File: src/rtl/strm_status_pkg.sv
// Package: shared opcode and status encodings for the stream status responder,
// and the capacity formula. Assumes power-of-two bus widths.
package strm_status_pkg;

    localparam logic [1:0] OP_INIT   = 2'd0;
    localparam logic [1:0] OP_PING   = 2'd1;
    localparam logic [1:0] OP_RESYNC = 2'd2;

    localparam int ST_W = 4;
    localparam logic [ST_W-1:0] ST_OKAY   = 4'd0;
    localparam logic [ST_W-1:0] ST_CMDERR = 4'd1;

    // Byte capacity: 2^(mtu+1) words of bus_bits/8 bytes, minus one.
    function automatic logic [63:0] byte_capacity(input int bus_bits, input int mtu);
        return (64'd1 << (mtu + 1 + $clog2(bus_bits / 8))) - 64'd1;
    endfunction

endpackage

File: src/rtl/strm_len_rounder.sv
// Rounds a packet length in bytes up to a whole number of bus words.
// Assumes BUS_W/8 is a power of two. The result is zero-extended to OUT_W.
module strm_len_rounder #(
    parameter int BUS_W = 64,
    parameter int LEN_W = 16,
    parameter int OUT_W = 64
) (
    input  logic [LEN_W-1:0] len_bytes,
    output logic [OUT_W-1:0] len_words_bytes
);
    localparam int BUS_BYTES = BUS_W / 8;
    localparam int SH        = $clog2(BUS_BYTES);
    localparam int SUM_W     = LEN_W + 1;

    logic [SUM_W-1:0] padded;

    generate
        if (SH == 0) begin : g_byte_bus
            // Purpose: a bus one byte wide needs no rounding.
            always_comb padded = {1'b0, len_bytes};
        end else begin : g_word_bus
            // Purpose: add word-size minus one, then clear the sub-word bits.
            always_comb begin
                padded = {1'b0, len_bytes} + SUM_W'(BUS_BYTES - 1);
                padded[SH-1:0] = '0;
            end
        end
    endgenerate

    // Purpose: widen to counter width.
    always_comb len_words_bytes = OUT_W'(padded);
endmodule

File: src/rtl/strm_cmd_decode.sv
// Works out, for an accepted command, the counter and sequence values that the
// reply reports, and the reply's status. Purely combinational.
module strm_cmd_decode
    import strm_status_pkg::*;
#(
    parameter int BCNT_W = 64,
    parameter int PCNT_W = 40,
    parameter int SEQ_W  = 16
) (
    input  logic [1:0]        op,
    input  logic [BCNT_W-1:0] cmd_nbytes,
    input  logic [PCNT_W-1:0] cmd_npkts,
    input  logic [BCNT_W-1:0] cur_bytes,
    input  logic [PCNT_W-1:0] cur_pkts,
    input  logic [SEQ_W-1:0]  cur_seq,
    output logic [BCNT_W-1:0] base_bytes,
    output logic [PCNT_W-1:0] base_pkts,
    output logic [SEQ_W-1:0]  base_seq,
    output logic [ST_W-1:0]   status
);
    // Purpose: pick the base values per opcode.
    always_comb begin
        base_bytes = cur_bytes;
        base_pkts  = cur_pkts;
        base_seq   = cur_seq;
        status     = ST_OKAY;
        case (op)
            OP_INIT: begin
                base_bytes = '0;
                base_pkts  = '0;
                base_seq   = '0;
            end
            OP_RESYNC: begin
                base_bytes = cmd_nbytes;
                base_pkts  = cmd_npkts;
            end
            OP_PING: ;
            default: status = ST_CMDERR;
        endcase
    end
endmodule

File: src/rtl/strm_xfer_counters.sv
// Holds the byte and packet transfer counters and the next reply sequence number.
// On a command, the counters restart from the decoded base values. A packet in the
// same cycle is added on top of that base. Counters wrap at their width.
module strm_xfer_counters #(
    parameter int BCNT_W = 64,
    parameter int PCNT_W = 40,
    parameter int SEQ_W  = 16
) (
    input  logic              clk,
    input  logic              rst_n,
    input  logic              cmd_fire,
    input  logic [BCNT_W-1:0] base_bytes,
    input  logic [PCNT_W-1:0] base_pkts,
    input  logic [SEQ_W-1:0]  base_seq,
    input  logic              pkt_fire,
    input  logic [BCNT_W-1:0] pkt_bytes,
    output logic [BCNT_W-1:0] cnt_bytes,
    output logic [PCNT_W-1:0] cnt_pkts,
    output logic [SEQ_W-1:0]  cnt_seq
);
    logic [BCNT_W-1:0] nxt_bytes;
    logic [PCNT_W-1:0] nxt_pkts;
    logic [SEQ_W-1:0]  nxt_seq;

    // Purpose: compute next counter values from the base and the packet increment.
    always_comb begin
        nxt_bytes = (cmd_fire ? base_bytes : cnt_bytes) + (pkt_fire ? pkt_bytes : '0);
        nxt_pkts  = (cmd_fire ? base_pkts  : cnt_pkts)  + PCNT_W'(pkt_fire);
        nxt_seq   = cmd_fire ? base_seq + SEQ_W'(1) : cnt_seq;
    end

    // Purpose: counter registers with synchronous reset.
    always_ff @(posedge clk) begin
        if (!rst_n) begin
            cnt_bytes <= '0;
            cnt_pkts  <= '0;
            cnt_seq   <= '0;
        end else begin
            cnt_bytes <= nxt_bytes;
            cnt_pkts  <= nxt_pkts;
            cnt_seq   <= nxt_seq;
        end
    end
endmodule

File: src/rtl/strm_reply_reg.sv
// Single-entry output register with valid/ready. Loads when asked and holds its
// data until the consumer takes it. Assumes the caller loads only when empty.
module strm_reply_reg #(
    parameter int W = 8
) (
    input  logic         clk,
    input  logic         rst_n,
    input  logic         load,
    input  logic [W-1:0] load_data,
    input  logic         out_ready,
    output logic         out_valid,
    output logic [W-1:0] out_data
);
    // Purpose: fill on load, empty on handshake, otherwise hold.
    always_ff @(posedge clk) begin
        if (!rst_n) begin
            out_valid <= 1'b0;
            out_data  <= '0;
        end else if (load) begin
            out_valid <= 1'b1;
            out_data  <= load_data;
        end else if (out_valid && out_ready) begin
            out_valid <= 1'b0;
        end
    end
endmodule

File: src/rtl/strm_status_resp.sv
// Stream command status responder: answers each decoded stream command with one
// status reply and tracks the transfer counters from the packet strobe.
// Assumes commands arrive already decoded and that pkt_valid marks one accepted
// packet per cycle.
module strm_status_resp
    import strm_status_pkg::*;
#(
    parameter int BUS_W  = 64,
    parameter int MTU    = 10,
    parameter int EPID_W = 16,
    parameter int LEN_W  = 16,
    parameter int SEQ_W  = 16,
    parameter int BCNT_W = 64,
    parameter int PCNT_W = 40
) (
    input  logic              clk,
    input  logic              rst_n,
    input  logic [EPID_W-1:0] self_epid,
    input  logic              cmd_valid,
    output logic              cmd_ready,
    input  logic [EPID_W-1:0] cmd_src_epid,
    input  logic [1:0]        cmd_op,
    input  logic [BCNT_W-1:0] cmd_nbytes,
    input  logic [PCNT_W-1:0] cmd_npkts,
    input  logic              pkt_valid,
    input  logic [LEN_W-1:0]  pkt_len,
    output logic              rsp_valid,
    input  logic              rsp_ready,
    output logic [EPID_W-1:0] rsp_dst_epid,
    output logic [EPID_W-1:0] rsp_src_epid,
    output logic [ST_W-1:0]   rsp_status,
    output logic [SEQ_W-1:0]  rsp_seq,
    output logic [BCNT_W-1:0] rsp_cap_bytes,
    output logic [PCNT_W-1:0] rsp_cap_pkts,
    output logic [BCNT_W-1:0] rsp_xfer_bytes,
    output logic [PCNT_W-1:0] rsp_xfer_pkts
);
    localparam logic [63:0] CAP_BYTES = byte_capacity(BUS_W, MTU);
    localparam int RPL_W = 2 * EPID_W + ST_W + SEQ_W + BCNT_W + PCNT_W;

    logic              cmd_fire;
    logic [BCNT_W-1:0] pkt_bytes;
    logic [BCNT_W-1:0] cur_bytes, base_bytes;
    logic [PCNT_W-1:0] cur_pkts, base_pkts;
    logic [SEQ_W-1:0]  cur_seq, base_seq;
    logic [ST_W-1:0]   status;
    logic [RPL_W-1:0]  rpl_in, rpl_out;

    // Purpose: accept a command only when the reply slot is empty.
    always_comb begin
        cmd_ready = !rsp_valid;
        cmd_fire  = cmd_valid && cmd_ready;
    end

    strm_len_rounder #(.BUS_W(BUS_W), .LEN_W(LEN_W), .OUT_W(BCNT_W)) u_round (
        .len_bytes       (pkt_len),
        .len_words_bytes (pkt_bytes)
    );

    strm_cmd_decode #(.BCNT_W(BCNT_W), .PCNT_W(PCNT_W), .SEQ_W(SEQ_W)) u_dec (
        .op         (cmd_op),
        .cmd_nbytes (cmd_nbytes),
        .cmd_npkts  (cmd_npkts),
        .cur_bytes  (cur_bytes),
        .cur_pkts   (cur_pkts),
        .cur_seq    (cur_seq),
        .base_bytes (base_bytes),
        .base_pkts  (base_pkts),
        .base_seq   (base_seq),
        .status     (status)
    );

    strm_xfer_counters #(.BCNT_W(BCNT_W), .PCNT_W(PCNT_W), .SEQ_W(SEQ_W)) u_cnt (
        .clk        (clk),
        .rst_n      (rst_n),
        .cmd_fire   (cmd_fire),
        .base_bytes (base_bytes),
        .base_pkts  (base_pkts),
        .base_seq   (base_seq),
        .pkt_fire   (pkt_valid),
        .pkt_bytes  (pkt_bytes),
        .cnt_bytes  (cur_bytes),
        .cnt_pkts   (cur_pkts),
        .cnt_seq    (cur_seq)
    );

    // Purpose: pack the reply fields for the output register.
    always_comb rpl_in = {cmd_src_epid, self_epid, status, base_seq, base_bytes, base_pkts};

    strm_reply_reg #(.W(RPL_W)) u_rpl (
        .clk       (clk),
        .rst_n     (rst_n),
        .load      (cmd_fire),
        .load_data (rpl_in),
        .out_ready (rsp_ready),
        .out_valid (rsp_valid),
        .out_data  (rpl_out)
    );

    // Purpose: unpack the held reply and drive the constant capacities.
    always_comb begin
        {rsp_dst_epid, rsp_src_epid, rsp_status, rsp_seq, rsp_xfer_bytes, rsp_xfer_pkts} = rpl_out;
        rsp_cap_bytes = BCNT_W'(CAP_BYTES);
        rsp_cap_pkts  = PCNT_W'(24'hFF_FFFF);
    end
endmodule

File: config.mk
export PLATFORM = sky130hd
export DESIGN_NAME = strm_status_resp
export DESIGN_NICKNAME = d
export VERILOG_FILES = /design/src/rtl/strm_status_pkg.sv /design/src/rtl/strm_len_rounder.sv /design/src/rtl/strm_cmd_decode.sv /design/src/rtl/strm_xfer_counters.sv /design/src/rtl/strm_reply_reg.sv /design/src/rtl/strm_status_resp.sv
export SDC_FILE = /design/constraint.sdc
export NUM_CORES = 1
export LEC_CHECK = 0
export ABC_AREA = 1
export CAP_MARGIN = 5
export CORE_MARGIN = 4
export CORE_UTILIZATION = 52
export CTS_BUF_LIST = sky130_fd_sc_hd__clkbuf_4 sky130_fd_sc_hd__clkbuf_8 sky130_fd_sc_hd__clkbuf_16
export CTS_CLUSTER_SIZE = 8
export DETAILED_ROUTE_END_ITERATION = 10
export DONT_BUFFER_PORTS = 1
export HOLD_SLACK_MARGIN = 0.02
export PLACE_DENSITY_LB_ADDON = 0.3
export SYNTH_ARGS = -nofsm -noshare
export SYNTH_HDL_FRONTEND = slang
export SYNTH_HIERARCHICAL = 1
export SYNTH_SLANG_ARGS = --single-unit
File: constraint.sdc
create_clock -name clk -period 5.1 [get_ports clk]
set_clock_uncertainty 0.05 [all_clocks]
set_input_delay 0.255 -clock clk [delete_from_list [all_inputs] [get_ports clk]]
set_output_delay 0.255 -clock clk [all_outputs]
set_load 0.05 [all_outputs]
---- After elaboration in Yosys (flattened, before gate mapping) ----
Cells that the tools add are included.
word-level totals
  output and inout bits ................... 262
  input port bits ......................... 159
  logic and storage cells ................. 26
  flip-flop bits (word level) ............. 277
cells by class
  add/subtract/negate cells ............... 4
  multiplexer cells ....................... 9
  reductions and logical operators ........ 6
  equal/unequal tests ..................... 2
operator list
  cell                     count
  $pmux W64 S2             1
  $pmux W40 S2             1
  $add A64 B64 Y64         1
  $mux W64                 1
  $add A40 B1 Y40          1
  $mux W40                 1
  $add A16 B3 Y17 const B  1
  $mux W17                 1
  $add A16 B1 Y16 const B  1
  $mux W16                 1
  $mux W1                  3
  $reduce_or A3 Y1         1
  $eq A2 B1 Y1 const B     1
  $eq A2 B2 Y1 const B     1
  $logic_and A1 B1 Y1      2
  $logic_not A2 Y1         1
  $reduce_bool A2 Y1       1
  $logic_not A1 Y1         1

---- Longest topological paths before layout ----
  word-level depth ........................ 4
  gate-level depth with buffers ........... 24
  depth with buffers taken out ............ 23

---- By module ----
Netlist, hierarchy kept.
modules (own cells, without submodules)
  module              area an instance (µm²)  seq. area each (µm²)  instances  cells an instance
  strm_xfer_counters  12384.4                 2402.3                1          2353
  strm_reply_reg      5442.7                  3143.0                1          681
  strm_cmd_decode     1707.9                  0.0                   1          388
  strm_status_resp    802.0                   0.0                   1          109
  strm_len_rounder    797.0                   0.0                   1          144

---- Worst setup path before layout ----
OpenSTA, ideal clock, no wires.
  path kind ............................... reg-to-reg
  start point ............................. register u_rpl.out_valid
  end point ............................... register u_cnt.cnt_pkts[18]
  required time ........................... 4.935 ns
  stages on the path, launching flop included .. 20
  library setup time ...................... 0.115 ns
  clock period less this slack ............ 3.391 ns
  buffers on the path ..................... 5
  setup slack ............................. 1.709 ns
  data arrival time ....................... 3.226 ns
  cells stage by stage .................... dfxtp_1 nor2_2 buf_6 inv_12 buf_12 buf_6 clkbuf_1 clkbuf_1 nand2_1 nand2_1 ha_1 ha_1 inv_1 a21oi_2 nand2_2 nor2_1 nand3_1 nor2_1 a21oi_1 o21a_1
on the way
  cells in the longest elaborated chain, start to end .. 4
ends and longest elaborated chain
  what                      line                      text
  start: declaration        strm_reply_reg.sv:11      output logic out_valid,
  start signal: assignment  strm_reply_reg.sv:17      out_valid <= 1'b0;
  start signal: assignment  strm_reply_reg.sv:20      out_valid <= 1'b1;
  start signal: assignment  strm_reply_reg.sv:23      out_valid <= 1'b0;
  $logic_not A1 Y1          strm_status_resp.sv:51    cmd_ready = !rsp_valid;
  $logic_and A1 B1 Y1       strm_status_resp.sv:52    cmd_fire = cmd_valid && cmd_ready;
  net cmd_fire              strm_status_resp.sv:41    logic cmd_fire;
  $mux W40                  strm_xfer_counters.sv:28  nxt_pkts = (cmd_fire ? base_pkts : cnt_pkts) + PCNT_W'(pkt_fire);
  $add A40 B1 Y40           strm_xfer_counters.sv:28
  end signal: assignment    strm_xfer_counters.sv:40  cnt_pkts <= nxt_pkts;
  end: declaration          strm_xfer_counters.sv:18  output logic [PCNT_W-1:0] cnt_pkts,
The timed path passes the listed nets, and every way through them passes these cells.
A chain may end at the register's enable or synchronous reset.

---- Worst setup path after layout ----
  start point ............................. register u_rpl.out_valid
  end point ............................... register u_cnt.cnt_bytes[54]
on the way
  cells in the longest elaborated chain, start to end .. 4
ends and longest elaborated chain
  what                    line                      text
  $logic_not A1 Y1        strm_status_resp.sv:51
  $logic_and A1 B1 Y1     strm_status_resp.sv:52
  net cmd_fire            strm_status_resp.sv:41
  $mux W64                strm_xfer_counters.sv:27  nxt_bytes = (cmd_fire ? base_bytes : cnt_bytes) + (pkt_fire ? pkt_bytes : '0);
  $add A64 B64 Y64        strm_xfer_counters.sv:27
  end signal: assignment  strm_xfer_counters.sv:39  cnt_bytes <= nxt_bytes;
  end: declaration        strm_xfer_counters.sv:17  output logic [BCNT_W-1:0] cnt_bytes,
The timed path passes the listed nets, and every way through them passes these cells.

==> implementation parameters <==
Parameter                              Value

Outcome
  Result of the run ... complete, no violations

Yosys
  Post-synth design cell area ... 21100 sq um
  Number of library cell types mapped by synthesis ... a little over 50
  Synth Area per Inst ... between 5 and 6 sq um
  Number of flops mapped to enable cells by yosys ... 0
  Yosys warning total ... 6
  Register area share after synthesis ... between 20% and 30%
  Top flip-flop cell by instance count after synthesis ... sky130_fd_sc_hd__dfxtp_1
  Most used standard cell by instance count after synthesis ... sky130_fd_sc_hd__nand2_1
  Ranking of synthesized cells by instance count ... sky130_fd_sc_hd__nand2_1, sky130_fd_sc_hd__nor2_1, sky130_fd_sc_hd__inv_1
  Cell count after synthesis ... 3675
  Most area-consuming cells after synthesis ... sky130_fd_sc_hd__dfxtp_1, sky130_fd_sc_hd__nand2_1, sky130_fd_sc_hd__nor2_1
  Area share of the leading cell type in the synthesized netlist ... about a quarter
  Async set-reset flop share out of synthesis ... 0%
  Post-synth top area cell ... sky130_fd_sc_hd__dfxtp_1
  Number of register bits inferred by synthesis ... about 280

Setup path
  Arrival time at the worst endpoint ... approximately 4.1 ns
  Worst Path Buf+Inv ... 2
  Cell with the biggest individual delay on the critical path ... sky130_fd_sc_hd__dfxtp_1
  Critical Path End Type ... flop
  Maximum fanout count along the critical path ... 150
  CP dominant cell by count ... sky130_fd_sc_hd__nand2_1
  Crit start category ... flop
  Highest cell delay on the worst timing path ... 0.52 ns
  Crit-path cells ... nor2_4 -> buf_12 -> nand2_1 -> nand2_1 -> ha_1 -> nand2_1 -> inv_1 -> nand2_1 -> nand2_1 -> a21oi_1 -> nand3_1 -> nand2_1 -> nand3_1 -> and2_1 -> nor2_1
  Dominant delay contributor by cell family on the critical path ... simple AND/OR/NAND/NOR gates
  Kind of critical path ... flop to flop
  Req. time, crit path ... approximately 5.6 ns

Floorplan
  Die Span X ... ~210 um
  Number of top-level pins ... between 400 and 500
  Number of standard-cell rows in the floorplan ... 73
  DIE AREA ... 43900 sq um
  Initial standard-cell utilization of the core ... around 53%
  Placeable core region ... approximately 40000 sq um
  Die Ht ... between 200 and 250 um

Global routing
  Met1 usage ... slightly below 40%
  Maximum number of pins on one net before global-route repair ... roughly 240
  Global-route usage over all layers ... 29.9%
  Initial antenna violation count ... 1
  Global routing usage on met3 ... under 10%
  Number of global-route vias before repair ... roughly 20000
  M2 GR Usage ... between 50% and 60%
  Total global routing overflow ... 0
  First-pass GRT wire length ... around 110000 um
  Most used routing layer ... met2

Clock tree
  Clock sink count ... roughly 280
  Clock-pin transition on the worst setup and hold timing paths ... approximately 0.060 ns
  Number of buffers added for setup after CTS ... 0
  Number of buffers on the longest clock path ... 3
  Number of buffers added by the clock tree synthesis step ... 40
  Root cell of the clock tree ... sky130_fd_sc_hd__clkbuf_16
  Clock tree from TritonCTS ... yes
  H-tree level count ... 2
  Insertion delay of the later-clocked pin in the worst-skew pair ... 0.57 ns
  Cells resized by post-CTS repair ... 0

Detailed routing
  Drt wl/cell ... ~16 um
  Count of vias placed by the detailed router ... ~22000
  Routed via count divided by cell count ... about 5.2
  Drt drc ... 0
  Aggregate routed wire length ... 69400 um
  1st-pass router iterations ... 7
  Number of DRC markers in iteration 0 ... roughly 2600
  Post-route antenna net violation count ... 0

Finish
  Utilization after layout ... 57.7%
  Count of nets after finishing ... slightly below 4000
  Area overhead of the layout relative to synthesis ... 9.06%
  Number of fill cells ... just over 4000
  Fraction of layout cells with a size suffix above 1 ... under 10%
  Final standard cell area without fillers ... between 20000 and 25000 sq um
  Final cell count without fillers ... approximately 4300

Place
  RD Place Congestion ... between 1 and 1.5
  Number of instances in the placed design ... slightly above 4000
  HPWL Detailed ... 48600 um
  Cell area after placement ... between 20000 and 25000 sq um
  Port Buf Inserts ... 0

Timing
  Slew HR ... 40.0%
  Transition at the pin with the smallest max-transition slack ... about 0.90 ns
  Hold violation count in the final report ... 0
  Number of pins with negative max-slew slack in the final report ... 0
  Time the final worst path needs with I/O delays and setup ... 3.66 ns
  Count of endpoints failing setup in the final report ... 0
  Total Negative Setup Slacks ... 0 ns
  Upper clock frequency limit ... between 200 and 300 MHz
  Setup repair after global routing missed its margin ... false
  Final Cycle Share ... 71.8%

Power and ir drop
  LEAKAGE ... around 13 nW
  Power per unit of standard cell area ... slightly above 300 nW/um^2
  Peak supply drop ... about 0.2 mV

Run
  Max cap viols ... 0

Hold path
  Type of the most critical hold path ... primary input to flop
cell families after synthesis:
family / after synthesis / share of synthesized area (%)
buffers and inverters: 771 / 18.0
and+or+nand+nor: 2159 / 41.5
adders and majority gates: 67 / 4.00
other: 4 / 0.0710
AOI/OAI and AO/OA: 382 / 9.63
xor gates and xnor gates: 15 / 0.622
DFF: 277 / 26.2
sequential cells by signal, indices dropped and copies added, names as in the netlist:
signal           flops
u_rpl/out_data     156
u_cnt/cnt_seq       16
u_rpl/out_valid      1
u_cnt/cnt_bytes     64
u_cnt/cnt_pkts      40
area by class of cell:
class,count,area (sq um),area share [%]
clock buffer,42,1020,4.43
clock inverter,3,70.1,0.304
timing repair buffer,151,1560,6.75
multi-input combinational,2780,12400,53.7
tap,525,657,2.85
antenna,1,2.50,0.0109
inverter,481,1820,7.91
sequential,277,5550,24.1
through the flow:
| stage | hold slack (ns) | setup WS (ns) | total power, W |
|---|---|---|---|
| floorplan | 0.340 | 1.71 | 0.00417 |
| global placement | 0.332 | 1.59 | 0.00432 |
| detailed placement | 0.341 | 1.54 | 0.00433 |
| CTS | 0.0201 | 1.53 | 0.00692 |
| global route | 0.0552 | 1.17 | 0.00730 |
| finish | 0.0228 | 1.44 | 0.00695 |
worst register-to-register path, cell delays in order, from the launching register on:
cell and delay, ns:
sky130_fd_sc_hd__dfxtp_1 0.52, sky130_fd_sc_hd__nor2_4 0.35, sky130_fd_sc_hd__buf_12 0.48, sky130_fd_sc_hd__nand2_1 0.28, sky130_fd_sc_hd__nand2_1 0.11, sky130_fd_sc_hd__ha_1 0.29, sky130_fd_sc_hd__nand2_1 0.12, sky130_fd_sc_hd__inv_1 0.04
sky130_fd_sc_hd__nand2_1 0.06, sky130_fd_sc_hd__nand2_1 0.09, sky130_fd_sc_hd__a21oi_1 0.37, sky130_fd_sc_hd__nand3_1 0.35, sky130_fd_sc_hd__nand2_1 0.20, sky130_fd_sc_hd__nand3_1 0.08, sky130_fd_sc_hd__and2_1 0.14, sky130_fd_sc_hd__nor2_1 0.09
power breakdown:
group / switching, W / internal (W)
Combinational: 0.00116 / 0.000497
Clock: 0.00101 / 0.00142
Sequential: 0.000493 / 0.00237
layout by cell type (no fill, tap or decap), drive strengths merged:
master	instances
nand2	1281
nor2	592
inv	482
dfxtp	277
o21ai	232
nand3	199
conb	157
dlygate4sd3	140
a21oi	132
ha	66
clkbuf	42
nand4	30
nor3	25
xor2	11
buf	11
and2	9
o21bai	7
or2	7
o21a	6
nand3b	5
and3	5
xnor2	4
nor4	4
o211ai	3
clkinv	2
nor3b	2
diode	1
a41oi	1
a31o	1
fa	1
timing repair:
item	CTS	global route
endpoints found under the setup margin	0	0
endpoints found under the hold margin	239	0
hold buffers	143	0
metal layers:
metal / up-vias / wire length, um
met4: 2 / 2880
met3: 192 / 5810
met1: 9909 / 28500
li1: 11090 / -
met2: 1022 / 32300
met5: - / 13
worst paths after layout:
check / from / to / slack [ns] / depth (start not counted)
max: u_rpl/out_valid / u_cnt/cnt_bytes[54] / 1.44 / 15
min: cmd_nbytes[40] / u_rpl/out_data[80] / 0.02 / 4
max reg2reg: u_rpl/out_valid / u_cnt/cnt_bytes[54] / 1.44 / 15
min reg2reg: u_cnt/cnt_seq[13] / u_cnt/cnt_seq[13] / 0.43 / 2
Note: power is estimated with default switching activity, not from simulation.
